$ cat src/rtl/cal_pkg.sv
package cal_pkg;

   localparam int NUM_FIELDS = 6;
   localparam int F_SEC  = 0;
   localparam int F_MIN  = 1;
   localparam int F_HOUR = 2;
   localparam int F_DAY  = 3;
   localparam int F_MON  = 4;
   localparam int F_YEAR = 5;

   // length of a month in days; unused for month codes outside 1..12
   function automatic logic [4:0] month_len(input logic [3:0] m, input logic leap);
      case (m)
         4'd2:                       return leap ? 5'd29 : 5'd28;
         4'd4, 4'd6, 4'd9, 4'd11:    return 5'd30;
         default:                    return 5'd31;
      endcase
   endfunction

   // both nibbles are decimal digits
   function automatic logic bcd_ok(input logic [7:0] b);
      return (b[7:4] <= 4'd9) && (b[3:0] <= 4'd9);
   endfunction

endpackage

$ cat src/rtl/cal_bin2bcd.sv
module cal_bin2bcd #(
   parameter int IN_W      = 7,
   parameter int DIGITS    = 2,
   parameter bit SHIFT_ADD = 1'b1
) (
   input  logic [IN_W-1:0]     bin,
   output logic [4*DIGITS-1:0] bcd
);
   localparam int ACC_W = IN_W + 4*DIGITS;

   if (IN_W < 1 || DIGITS < 1) begin : g_bad_cfg
      $error("cal_bin2bcd: IN_W and DIGITS must be positive");
   end

   if (SHIFT_ADD) begin : g_shift_add
      logic [ACC_W-1:0] acc;
      always_comb begin
         acc = '0;
         acc[IN_W-1:0] = bin;
         for (int i = 0; i < IN_W; i++) begin
            for (int d = 0; d < DIGITS; d++) begin
               if (acc[IN_W+4*d +: 4] >= 4'd5)
                  acc[IN_W+4*d +: 4] = acc[IN_W+4*d +: 4] + 4'd3;
            end
            acc = acc << 1;
         end
         bcd = acc[IN_W +: 4*DIGITS];
      end
   end else begin : g_divide
      logic [IN_W-1:0] rem;
      always_comb begin
         rem = bin;
         bcd = '0;
         for (int d = 0; d < DIGITS; d++) begin
            bcd[4*d +: 4] = 4'(rem % IN_W'(10));
            rem = rem / IN_W'(10);
         end
      end
   end

endmodule

$ cat src/rtl/cal_bcd2bin.sv
module cal_bcd2bin #(
   parameter int DIGITS = 2,
   parameter int OUT_W  = 8
) (
   input  logic [4*DIGITS-1:0] bcd,
   output logic [OUT_W-1:0]    bin
);
   if (OUT_W < 4 || DIGITS < 1) begin : g_bad_cfg
      $error("cal_bcd2bin: OUT_W too small or DIGITS not positive");
   end

   always_comb begin
      bin = '0;
      for (int d = DIGITS-1; d >= 0; d--) begin
         bin = bin * OUT_W'(10) + OUT_W'(bcd[4*d +: 4]);
      end
   end

endmodule

$ cat src/rtl/cal_check.sv
module cal_check
   import cal_pkg::*;
#(
   parameter int YEAR_W    = 12,
   parameter int YEAR_LO   = 1970,
   parameter int YEAR_SPAN = 100,
   parameter int PIVOT     = 2000
) (
   input  logic [YEAR_W-1:0] year,
   input  logic [3:0]        month,
   input  logic [4:0]        day,
   input  logic [4:0]        hour,
   input  logic [5:0]        minute,
   input  logic [5:0]        second,
   output logic              bad,
   output logic [6:0]        year2
);
   localparam int YEAR_HI      = YEAR_LO + YEAR_SPAN - 1;
   localparam int CENTURY_BASE = PIVOT - 100;

   if (YEAR_SPAN < 1 || YEAR_SPAN > 100) begin : g_bad_span
      $error("cal_check: YEAR_SPAN must be 1..100");
   end
   if (YEAR_LO < CENTURY_BASE || YEAR_HI >= PIVOT + 100) begin : g_bad_window
      $error("cal_check: window must fit the two-digit fold around PIVOT");
   end
   if (YEAR_HI >= (1 << YEAR_W)) begin : g_bad_width
      $error("cal_check: YEAR_W too narrow for the window");
   end

   logic              leap;
   logic [4:0]        day_lim;
   logic              year_bad, date_bad, clock_bad;
   logic [YEAR_W-1:0] year_fold;

   always_comb begin
      leap = ((year % YEAR_W'(4)) == '0 && (year % YEAR_W'(100)) != '0)
          || ((year % YEAR_W'(400)) == '0);
      day_lim   = month_len(month, leap);
      year_bad  = (year < YEAR_W'(YEAR_LO)) || (year > YEAR_W'(YEAR_HI));
      date_bad  = (month == 4'd0) || (month > 4'd12) || (day == 5'd0) || (day > day_lim);
      clock_bad = (hour >= 5'd24) || (minute >= 6'd60) || (second >= 6'd60);
      bad       = year_bad || date_bad || clock_bad;
      year_fold = (year >= YEAR_W'(PIVOT)) ? year - YEAR_W'(PIVOT)
                                           : year - YEAR_W'(CENTURY_BASE);
      year2     = year_fold[6:0];
   end

endmodule

$ cat src/rtl/cal_pack.sv
module cal_pack
   import cal_pkg::*;
#(
   parameter int YEAR_W    = 12,
   parameter int YEAR_LO   = 1970,
   parameter int YEAR_SPAN = 100,
   parameter int PIVOT     = 2000,
   parameter bit SHIFT_ADD = 1'b1
) (
   input  logic              clk,
   input  logic              rst_n,
   input  logic              start,
   input  logic [YEAR_W-1:0] year,
   input  logic [3:0]        month,
   input  logic [4:0]        day,
   input  logic [4:0]        hour,
   input  logic [5:0]        minute,
   input  logic [5:0]        second,
   output logic              valid,
   output logic              err,
   output logic [7:0]        bcd_q [NUM_FIELDS]
);
   logic       bad;
   logic [6:0] year2;
   logic [6:0] bin_f [NUM_FIELDS];
   logic [7:0] bcd_f [NUM_FIELDS];

   cal_check #(
      .YEAR_W(YEAR_W), .YEAR_LO(YEAR_LO), .YEAR_SPAN(YEAR_SPAN), .PIVOT(PIVOT)
   ) u_check (
      .year(year), .month(month), .day(day), .hour(hour),
      .minute(minute), .second(second), .bad(bad), .year2(year2)
   );

   assign bin_f[F_SEC]  = {1'b0, second};
   assign bin_f[F_MIN]  = {1'b0, minute};
   assign bin_f[F_HOUR] = {2'b0, hour};
   assign bin_f[F_DAY]  = {2'b0, day};
   assign bin_f[F_MON]  = {3'b0, month};
   assign bin_f[F_YEAR] = year2;

   for (genvar f = 0; f < NUM_FIELDS; f++) begin : g_field
      cal_bin2bcd #(.IN_W(7), .DIGITS(2), .SHIFT_ADD(SHIFT_ADD)) u_b2d (
         .bin(bin_f[f]), .bcd(bcd_f[f])
      );
   end

   always_ff @(posedge clk or negedge rst_n) begin
      if (!rst_n) begin
         valid <= 1'b0;
         err   <= 1'b0;
         for (int f = 0; f < NUM_FIELDS; f++) bcd_q[f] <= '0;
      end else begin
         valid <= start;
         err   <= start && bad;
         if (start && !bad) begin
            for (int f = 0; f < NUM_FIELDS; f++) bcd_q[f] <= bcd_f[f];
         end
      end
   end

   a_r1_valid_after_start: assert property (@(posedge clk) disable iff (!rst_n)
      start |=> valid);
   a_r1_no_spurious_valid: assert property (@(posedge clk) disable iff (!rst_n)
      !start |=> !valid);
   a_r7_error_with_valid: assert property (@(posedge clk) disable iff (!rst_n)
      err |-> valid);
   a_r7_hold_on_reject: assert property (@(posedge clk) disable iff (!rst_n)
      err |-> ($stable(bcd_q[F_SEC]) && $stable(bcd_q[F_MIN]) && $stable(bcd_q[F_HOUR])
            && $stable(bcd_q[F_DAY]) && $stable(bcd_q[F_MON]) && $stable(bcd_q[F_YEAR])));
   a_r6_decimal_digits: assert property (@(posedge clk) disable iff (!rst_n)
      (valid && !err) |-> (bcd_ok(bcd_q[F_SEC]) && bcd_ok(bcd_q[F_MIN]) && bcd_ok(bcd_q[F_HOUR])
                        && bcd_ok(bcd_q[F_DAY]) && bcd_ok(bcd_q[F_MON]) && bcd_ok(bcd_q[F_YEAR])));

endmodule

$ cat src/rtl/cal_unpack.sv
module cal_unpack
   import cal_pkg::*;
#(
   parameter int YEAR_LO = 1970,
   parameter int PIVOT   = 2000
) (
   input  logic       clk,
   input  logic       rst_n,
   input  logic       start,
   input  logic [7:0] bcd_in [NUM_FIELDS],
   output logic       valid,
   output logic [7:0] year_since,
   output logic [3:0] month0,
   output logic [4:0] day,
   output logic [4:0] hour,
   output logic [5:0] minute,
   output logic [5:0] second
);
   localparam int FOLD_MAX = YEAR_LO - (PIVOT - 100) - 1;

   if (FOLD_MAX < 0 || FOLD_MAX > 99) begin : g_bad_fold
      $error("cal_unpack: window start must lie within the century before PIVOT");
   end

   logic [7:0] bin_f [NUM_FIELDS];
   logic [7:0] year_n;

   for (genvar f = 0; f < NUM_FIELDS; f++) begin : g_field
      cal_bcd2bin #(.DIGITS(2), .OUT_W(8)) u_d2b (
         .bcd(bcd_in[f]), .bin(bin_f[f])
      );
   end

   assign year_n = (bin_f[F_YEAR] <= 8'(FOLD_MAX)) ? bin_f[F_YEAR] + 8'd100
                                                   : bin_f[F_YEAR];

   always_ff @(posedge clk or negedge rst_n) begin
      if (!rst_n) begin
         valid      <= 1'b0;
         year_since <= '0;
         month0     <= '0;
         day        <= '0;
         hour       <= '0;
         minute     <= '0;
         second     <= '0;
      end else begin
         valid <= start;
         if (start) begin
            year_since <= year_n;
            month0     <= 4'(bin_f[F_MON] - 8'd1);
            day        <= 5'(bin_f[F_DAY]);
            hour       <= 5'(bin_f[F_HOUR]);
            minute     <= 6'(bin_f[F_MIN]);
            second     <= 6'(bin_f[F_SEC]);
         end
      end
   end

   a_r8_valid_after_start: assert property (@(posedge clk) disable iff (!rst_n)
      start |=> valid);
   a_r8_no_spurious_valid: assert property (@(posedge clk) disable iff (!rst_n)
      !start |=> !valid);
   a_r8_year_floor: assert property (@(posedge clk) disable iff (!rst_n)
      valid |-> (year_since >= 8'(FOLD_MAX + 1)));

endmodule

$ cat src/rtl/caltime_codec.sv
module caltime_codec
   import cal_pkg::*;
#(
   parameter int YEAR_W    = 12,
   parameter int YEAR_LO   = 1970,
   parameter int YEAR_SPAN = 100,
   parameter int PIVOT     = 2000,
   parameter bit SHIFT_ADD = 1'b1
) (
   input  logic              clk,
   input  logic              rst_n,
   input  logic              pk_start,
   input  logic [YEAR_W-1:0] pk_year,
   input  logic [3:0]        pk_month,
   input  logic [4:0]        pk_day,
   input  logic [4:0]        pk_hour,
   input  logic [5:0]        pk_min,
   input  logic [5:0]        pk_sec,
   output logic              pk_valid,
   output logic              pk_error,
   output logic [7:0]        pk_sec_bcd,
   output logic [7:0]        pk_min_bcd,
   output logic [7:0]        pk_hour_bcd,
   output logic [7:0]        pk_day_bcd,
   output logic [7:0]        pk_mon_bcd,
   output logic [7:0]        pk_year_bcd,
   input  logic              rb_start,
   input  logic [7:0]        rb_sec_bcd,
   input  logic [7:0]        rb_min_bcd,
   input  logic [7:0]        rb_hour_bcd,
   input  logic [7:0]        rb_day_bcd,
   input  logic [7:0]        rb_mon_bcd,
   input  logic [7:0]        rb_year_bcd,
   output logic              rb_valid,
   output logic [7:0]        rb_year,
   output logic [3:0]        rb_month,
   output logic [4:0]        rb_day,
   output logic [4:0]        rb_hour,
   output logic [5:0]        rb_min,
   output logic [5:0]        rb_sec
);
   logic [7:0] pk_bcd [NUM_FIELDS];
   logic [7:0] rb_bcd [NUM_FIELDS];

   cal_pack #(
      .YEAR_W(YEAR_W), .YEAR_LO(YEAR_LO), .YEAR_SPAN(YEAR_SPAN),
      .PIVOT(PIVOT), .SHIFT_ADD(SHIFT_ADD)
   ) u_pack (
      .clk(clk), .rst_n(rst_n), .start(pk_start),
      .year(pk_year), .month(pk_month), .day(pk_day), .hour(pk_hour),
      .minute(pk_min), .second(pk_sec),
      .valid(pk_valid), .err(pk_error), .bcd_q(pk_bcd)
   );

   assign pk_sec_bcd  = pk_bcd[F_SEC];
   assign pk_min_bcd  = pk_bcd[F_MIN];
   assign pk_hour_bcd = pk_bcd[F_HOUR];
   assign pk_day_bcd  = pk_bcd[F_DAY];
   assign pk_mon_bcd  = pk_bcd[F_MON];
   assign pk_year_bcd = pk_bcd[F_YEAR];

   assign rb_bcd[F_SEC]  = rb_sec_bcd;
   assign rb_bcd[F_MIN]  = rb_min_bcd;
   assign rb_bcd[F_HOUR] = rb_hour_bcd;
   assign rb_bcd[F_DAY]  = rb_day_bcd;
   assign rb_bcd[F_MON]  = rb_mon_bcd;
   assign rb_bcd[F_YEAR] = rb_year_bcd;

   cal_unpack #(.YEAR_LO(YEAR_LO), .PIVOT(PIVOT)) u_unpack (
      .clk(clk), .rst_n(rst_n), .start(rb_start), .bcd_in(rb_bcd),
      .valid(rb_valid), .year_since(rb_year), .month0(rb_month),
      .day(rb_day), .hour(rb_hour), .minute(rb_min), .second(rb_sec)
   );

endmodule

$ cat config.mk
export PLATFORM = sky130hd
export DESIGN_NAME = caltime_codec
export DESIGN_NICKNAME = d
export VERILOG_FILES = /design/src/rtl/cal_pkg.sv /design/src/rtl/cal_bin2bcd.sv /design/src/rtl/cal_bcd2bin.sv /design/src/rtl/cal_check.sv /design/src/rtl/cal_pack.sv /design/src/rtl/cal_unpack.sv /design/src/rtl/caltime_codec.sv
export SDC_FILE = /design/constraint.sdc
export NUM_CORES = 1
export LEC_CHECK = 0
export BUFFER_PORTS_ARGS = -buffer_cell sky130_fd_sc_hd__buf_2
export CAP_MARGIN = 10
export CORE_UTILIZATION = 55
export CTS_BUF_LIST = sky130_fd_sc_hd__clkbuf_16
export CTS_CLUSTER_DIAMETER = 60
export CTS_CLUSTER_SIZE = 14
export DETAILED_ROUTE_END_ITERATION = 8
export PLACE_DENSITY_LB_ADDON = 0.15
export SKIP_LAST_GASP = 1
export SYNTH_ARGS = -nofsm -noshare
export SYNTH_HDL_FRONTEND = slang
export SYNTH_HIERARCHICAL = 1
export SYNTH_SLANG_ARGS = --single-unit
$ cat constraint.sdc
create_clock -name clk -period 1.1 [get_ports clk]
set_clock_uncertainty 0.05 [all_clocks]
set_input_delay 0.055 -clock clk [delete_from_list [all_inputs] [get_ports clk]]
set_output_delay 0.055 -clock clk [all_outputs]
set_load 0.05 [all_outputs]
Yosys cells after proc, flatten, opt, wreduce, memory -nomap -nowiden. Cells that the tools add are included.

Bits in registers: 85. Input bits: 90. Output and inout bits: 85. Word-level logic and storage cells: 214.

$add $sub $neg: 58. $mul: 6. Divide/modulo/power cells: 2. Order comparisons: 57. Eq/ne operators: 5. Mux-type cells: 52. Reduce and logical (&&, ||, !) cells: 19.

Operators by type and width (count): greater-or-equal comparator 4 x 3 -> 1 bit, second input constant (36); adder 4 x 2 -> 4 bit, second input constant (21); 2-to-1 mux 4 bit (21); 2-to-1 mux 3 bit (27); adder 3 x 2 -> 3 bit, second input constant (15); zero test 12 bit (2); adder 1 x 2 -> 3 bit, both inputs constant (6); adder 1 x 2 -> 3 bit, second input constant (6); greater-or-equal comparator 1 x 3 -> 1 bit, both inputs constant (6); greater-or-equal comparator 1 x 3 -> 1 bit, second input constant (6); subtractor 7 bit, second input constant (2); adder 6 x 4 -> 6 bit (2); greater-or-equal comparator 12 x 11 -> 1 bit, second input constant (1); greater-or-equal comparator 6 bit, second input constant (2); greater-than comparator 12 bit, second input constant (1); < comparator 12 x 11 -> 1 bit, second input constant (1); modulo 12 x 7 -> 12 bit, second input constant (1); modulo 12 x 9 -> 12 bit, second input constant (1); nonzero test 12 bit (1); adder 5 x 4 -> 5 bit (2); multiplier 4 x 3 -> 5 bit, second input constant (2); logical OR 1 bit (9); adder 8 x 4 -> 8 bit (1); adder 8 x 7 -> 8 bit, second input constant (1); other kinds (21) (26).

Depth between registers and ports, before layout.
Word-level depth: 14. Depth in mapped cells: 28.

By module. Netlist, hierarchy kept.

By module, submodules not included: cal_bin2bcd (instances 6, cells each 77, area each 609.3 µm², sequential area each 0.0 µm²); cal_pack (instances 1, cells each 106, area each 1956.9 µm², sequential area each 1251.2 µm²); cal_check (instances 1, cells each 263, area each 1875.5 µm², sequential area each 0.0 µm²); cal_bcd2bin (instances 6, cells each 29, area each 264.0 µm², sequential area each 0.0 µm²); cal_unpack (instances 1, cells each 112, area each 1520.2 µm², sequential area each 875.8 µm²).

Worst setup path after synthesis. Ideal clock, no wire load.

Path kind: input -> register. From: input pk_year[3]. To: register u_pack/bcd_q[0] (netlist name). Arrival time: 5.560 ns. Required time: 0.925 ns. Path slack: -4.635 ns. Stages on the path: 26. Buffers on the path: 5. Cell sequence: clkbuf_1 > clkbuf_1 > inv_1 > ha_1 > and4bb_2 > mux2_2 > a22oi_1 > mux2i_1 > o31ai_1 > a211o_1 > buf_2 > nor3_1 > a2111oi_4 > and2_1 > or3_1 > a221oi_2 > o31a_1 > ha_1 > inv_1 > a21oi_1 > a211oi_1 > or4_1 > nor2b_4 > buf_6 > buf_12 > mux2_4.

Word-level cells in the longest chain between the ends: 12. Elaborated cells between the ends (all ways): 19. Classes of those cells: div: 2; order compare: 4; mux: 3; reduce/logical: 10.

RTL lines: start: declaration (RTL line caltime_codec.sv:13) `input logic [YEAR_W-1:0] pk_year,`; modulo 12 x 7 -> 12 bit (RTL line cal_check.sv:37) `leap = ((year % YEAR_W'(4)) == '0 && (year % YEAR_W'(100)) != '0)`; nonzero test 12 bit (RTL line cal_check.sv:37); logical AND 1 bit (RTL line cal_check.sv:37); logical OR 1 bit (RTL line cal_check.sv:38) `|| ((year % YEAR_W'(400)) == '0);`; 2-to-1 mux 1 bit (RTL line cal_pkg.sv:14) `4'd2: return leap ? 5'd29 : 5'd28;`; case mux 2 bit (2 select lines) (RTL line cal_pkg.sv:13) `case (m)`; greater-than comparator 5 bit (RTL line cal_check.sv:41) `date_bad = (month == 4'd0) || (month > 4'd12) || (day == 5'd0) || (day > day_lim);`; logical OR 1 bit (RTL line cal_check.sv:41); logical OR 1 bit (*) (2 in series) (RTL line cal_check.sv:43) `bad = year_bad || date_bad || clock_bad;`; via u_pack.bad (RTL line cal_pack.sv:23) `logic bad;`; zero test 1 bit (*) (RTL line cal_pack.sv:56) `if (start && !bad) begin`; logical AND 1 bit (*) (RTL line cal_pack.sv:56); end: declaration (RTL line cal_pack.sv:21) `output logic [7:0] bcd_q [NUM_FIELDS]`.

Mark *: on every way through the listed nets, which the timed path passes. The rest lies on a longest branch. A chain may end at the register's enable or synchronous reset.

Worst setup path after layout.
From: input pk_year[5]. To: register u_pack/bcd_q[32] (netlist name).

The elaborated chain is that of the path after synthesis.

==> results.md <==
* FP Rows at 48
* Worst hold path startpoint: rb_start
* First-pass GRT wire length at 44510 um
* Worst setup margin at -3.770 ns
* Starting density of the core at 56.93%
* Final nets at 1750
* DPL Wire Length at 21060 um
* Initial antenna violation count at 2
* Cells after Synth at 1042
* I/O Pins at 175
* Max-cap violations at 0
* HP Class: input pin to flip-flop
* Grt total ovfl at 0
* Critical path class: input pin to flip-flop
* Failing checks: setup timing
* Share of layout cells above drive strength 1 at 49.74%
* Met3 GRT Util at 3.704%
* Worst slew margin at 61.71%
* Largest net degree at the start of global routing at 33
* Root Driver: clkbuf_16
* M2 GR Usage at 54.77%
* GRT Overall Usage at 29.93%
* Startpoint type of the worst setup path: input pin
* Post-DP Area at 13460 um2
* Setup TNS at -189.20 ns
* Post-route cell area at 15220 um2
* Post-route worst hold slack at 0.02698 ns
* Avg WL per Cell at 18.02 um
* CP max FO at 6
* Die area at 18700 um2
* Max VDD drop at 1.778 mV
* Min cycle time layout at 4.870 ns
* Worst Path Required at 1.28 ns
* Routed wire length at 31980 um
* Most common cell after layout, fill and taps aside: buf_4
* Leak pwr at 7.256 nW
* Cell Pwr Density at 1480 nW/um2
* Clock sinks at 85
* Grt peak-use layer: met2
* Grt met1 use at 35.04%
* RR Endpoint: u_pack/bcd_q[34]$_DFFE_PN0P_
* R2R depth at 1
* FMAX at 205.3 MHz
* Commonest cells after routing, fill and taps aside: buf_4 (286), buf_2 (99), dfrtp_1 (85)
* Routed Antenna Nets at 0
* Max Root-Sink Buffers at 2
* CTS buffer count at 9
* Part of the cycle the worst path needs at 442.7%
* RSZ-0062 raised after global routing: yes
* Vias in the first global route at 9568
* Core area at 17540 um2
* Synthesized area at 9985 um2
* Initial DRC count at 538
* H-tree Lvls at 3
* Clock slew at reported path FFs at 0.07 ns
* CTS tree: done
* Worst-Margin Slew at 0.5599 ns
* Critical path capture point type: flip-flop
* Die outline width at 136.7 um
* R2R setup slack at 0.18 ns
* Arrival @ worst endpoint at 5.05 ns
* Avg Vias per Cell at 5.760
* Crit path from: pk_year[5]
* Synth Warn # at 6
* # setup viols final at 60
* Max-slew violations at 0
* Final GP Congestion at 0.9105
* Worst skew pair latency at 0.34 ns
* IO Port Bufs at 173
* Area delta synth->final at 52.43%
* CP endpoint: u_pack/bcd_q[32]$_DFFE_PN0P_
* DIE HEIGHT at 136.7 um
* FF-to-FF Start: u_pack/bcd_q[34]$_DFFE_PN0P_
* Pre-Repair DR Iteration Count at 5
* Final hold violation count at 0
* Synth Area per Inst at 9.582 um2
* Outcome: finished, violations left
* DRC Markers at 0
* Vias at 10220
flip-flops by register name (all words and copies together) (netlist names):
name	cells
u_pack/bcd_q	48
u_unpack/minute	6
u_unpack/second	6
u_pack/err	1
u_unpack/month0	4
u_unpack/day	5
u_unpack/year_since	8
u_unpack/hour	5
u_unpack/valid	1
u_pack/valid	1
worst min-delay path by stage:
stage,end,depth (start not counted)
global placement,u_unpack/hour[4]$_DFFE_PN0P_,1
floorplan,u_pack/bcd_q[0]$_DFFE_PN0P_,0
detailed placement,u_pack/bcd_q[43]$_DFFE_PN0P_,1
finish,u_unpack/valid$_DFF_PN0_,2
global route,u_unpack/valid$_DFF_PN0_,2
CTS,u_unpack/valid$_DFF_PN0_,2
through the flow:
step / setup slack (ns) / util, % / instances / power [mW]
4_1_cts: -3.527 / 82.23 / 1752 / 21.02
3_3_place_gp: -4.026 / 76.73 / 1708 / 16.81
3_5_place_dp: -4.114 / 76.73 / 1708 / 17.18
2_1_floorplan: -4.072 / - / 1098 / 13.04
6_report: -3.770 / 86.79 / 1775 / 22.52
5_1_grt: -3.845 / 86.79 / 1775 / 23.71
worst max-delay path, cell delays in order:
cell and delay (ns):
buf_8 0.09, inv_8 0.03, ha_4 0.17, and4bb_4 0.23, buf_6 0.12, o311ai_4 0.30
mux2_4 0.26, buf_4 0.12, a31oi_2 0.13, or3_4 0.43, nor2_1 0.22, nand3b_1 0.17
a31oi_2 0.28, a21boi_1 0.19, o22ai_1 0.11, a221oi_2 0.27, o31a_1 0.20, ha_4 0.14
inv_2 0.03, a21oi_2 0.12, a211oi_2 0.05, or4_4 0.51, nor2b_4 0.17, buf_6 0.16
buf_12 0.13, mux2_2 0.34
routing by layer:
metal	vias up	part of all wire, %
li1	4783	-
met1	4886	38
met2	436	52
met3	119	5.3
met4	0	4.2
met5	-	0
repair_timing:
item | 4_1_cts | 5_1_grt
hold buffers | 11 | 0
pin swaps | 23 | 48
buffers inserted | 17 | 18
endpoints found under the setup margin | 80 | 105
endpoints found under the hold margin | 96 | 0
resized for setup | 95 | 143
gates cloned | 2 | 4
final cells by class:
| cell class | count | area, um2 |
|---|---|---|
| diodes | 2 | 5.005 |
| clock buffers | 9 | 225.2 |
| clock inverters | 6 | 87.58 |
| fillers | 929 | 2317 |
| inverters | 82 | 330.3 |
| multi-input cells | 890 | 8511 |
| flip-flops and latches | 85 | 2127 |
| well taps | 225 | 281.5 |
| repair buffers | 476 | 3652 |
power by group:
part	internal, mW	switching, mW	leakage [nW]
sequential	3.80	0.531	1.08
clock	1.98	1.30	0.156
combinational	6.84	8.06	6.02
total	12.6	9.90	7.26
Note: power is estimated with default switching activity, not from simulation.
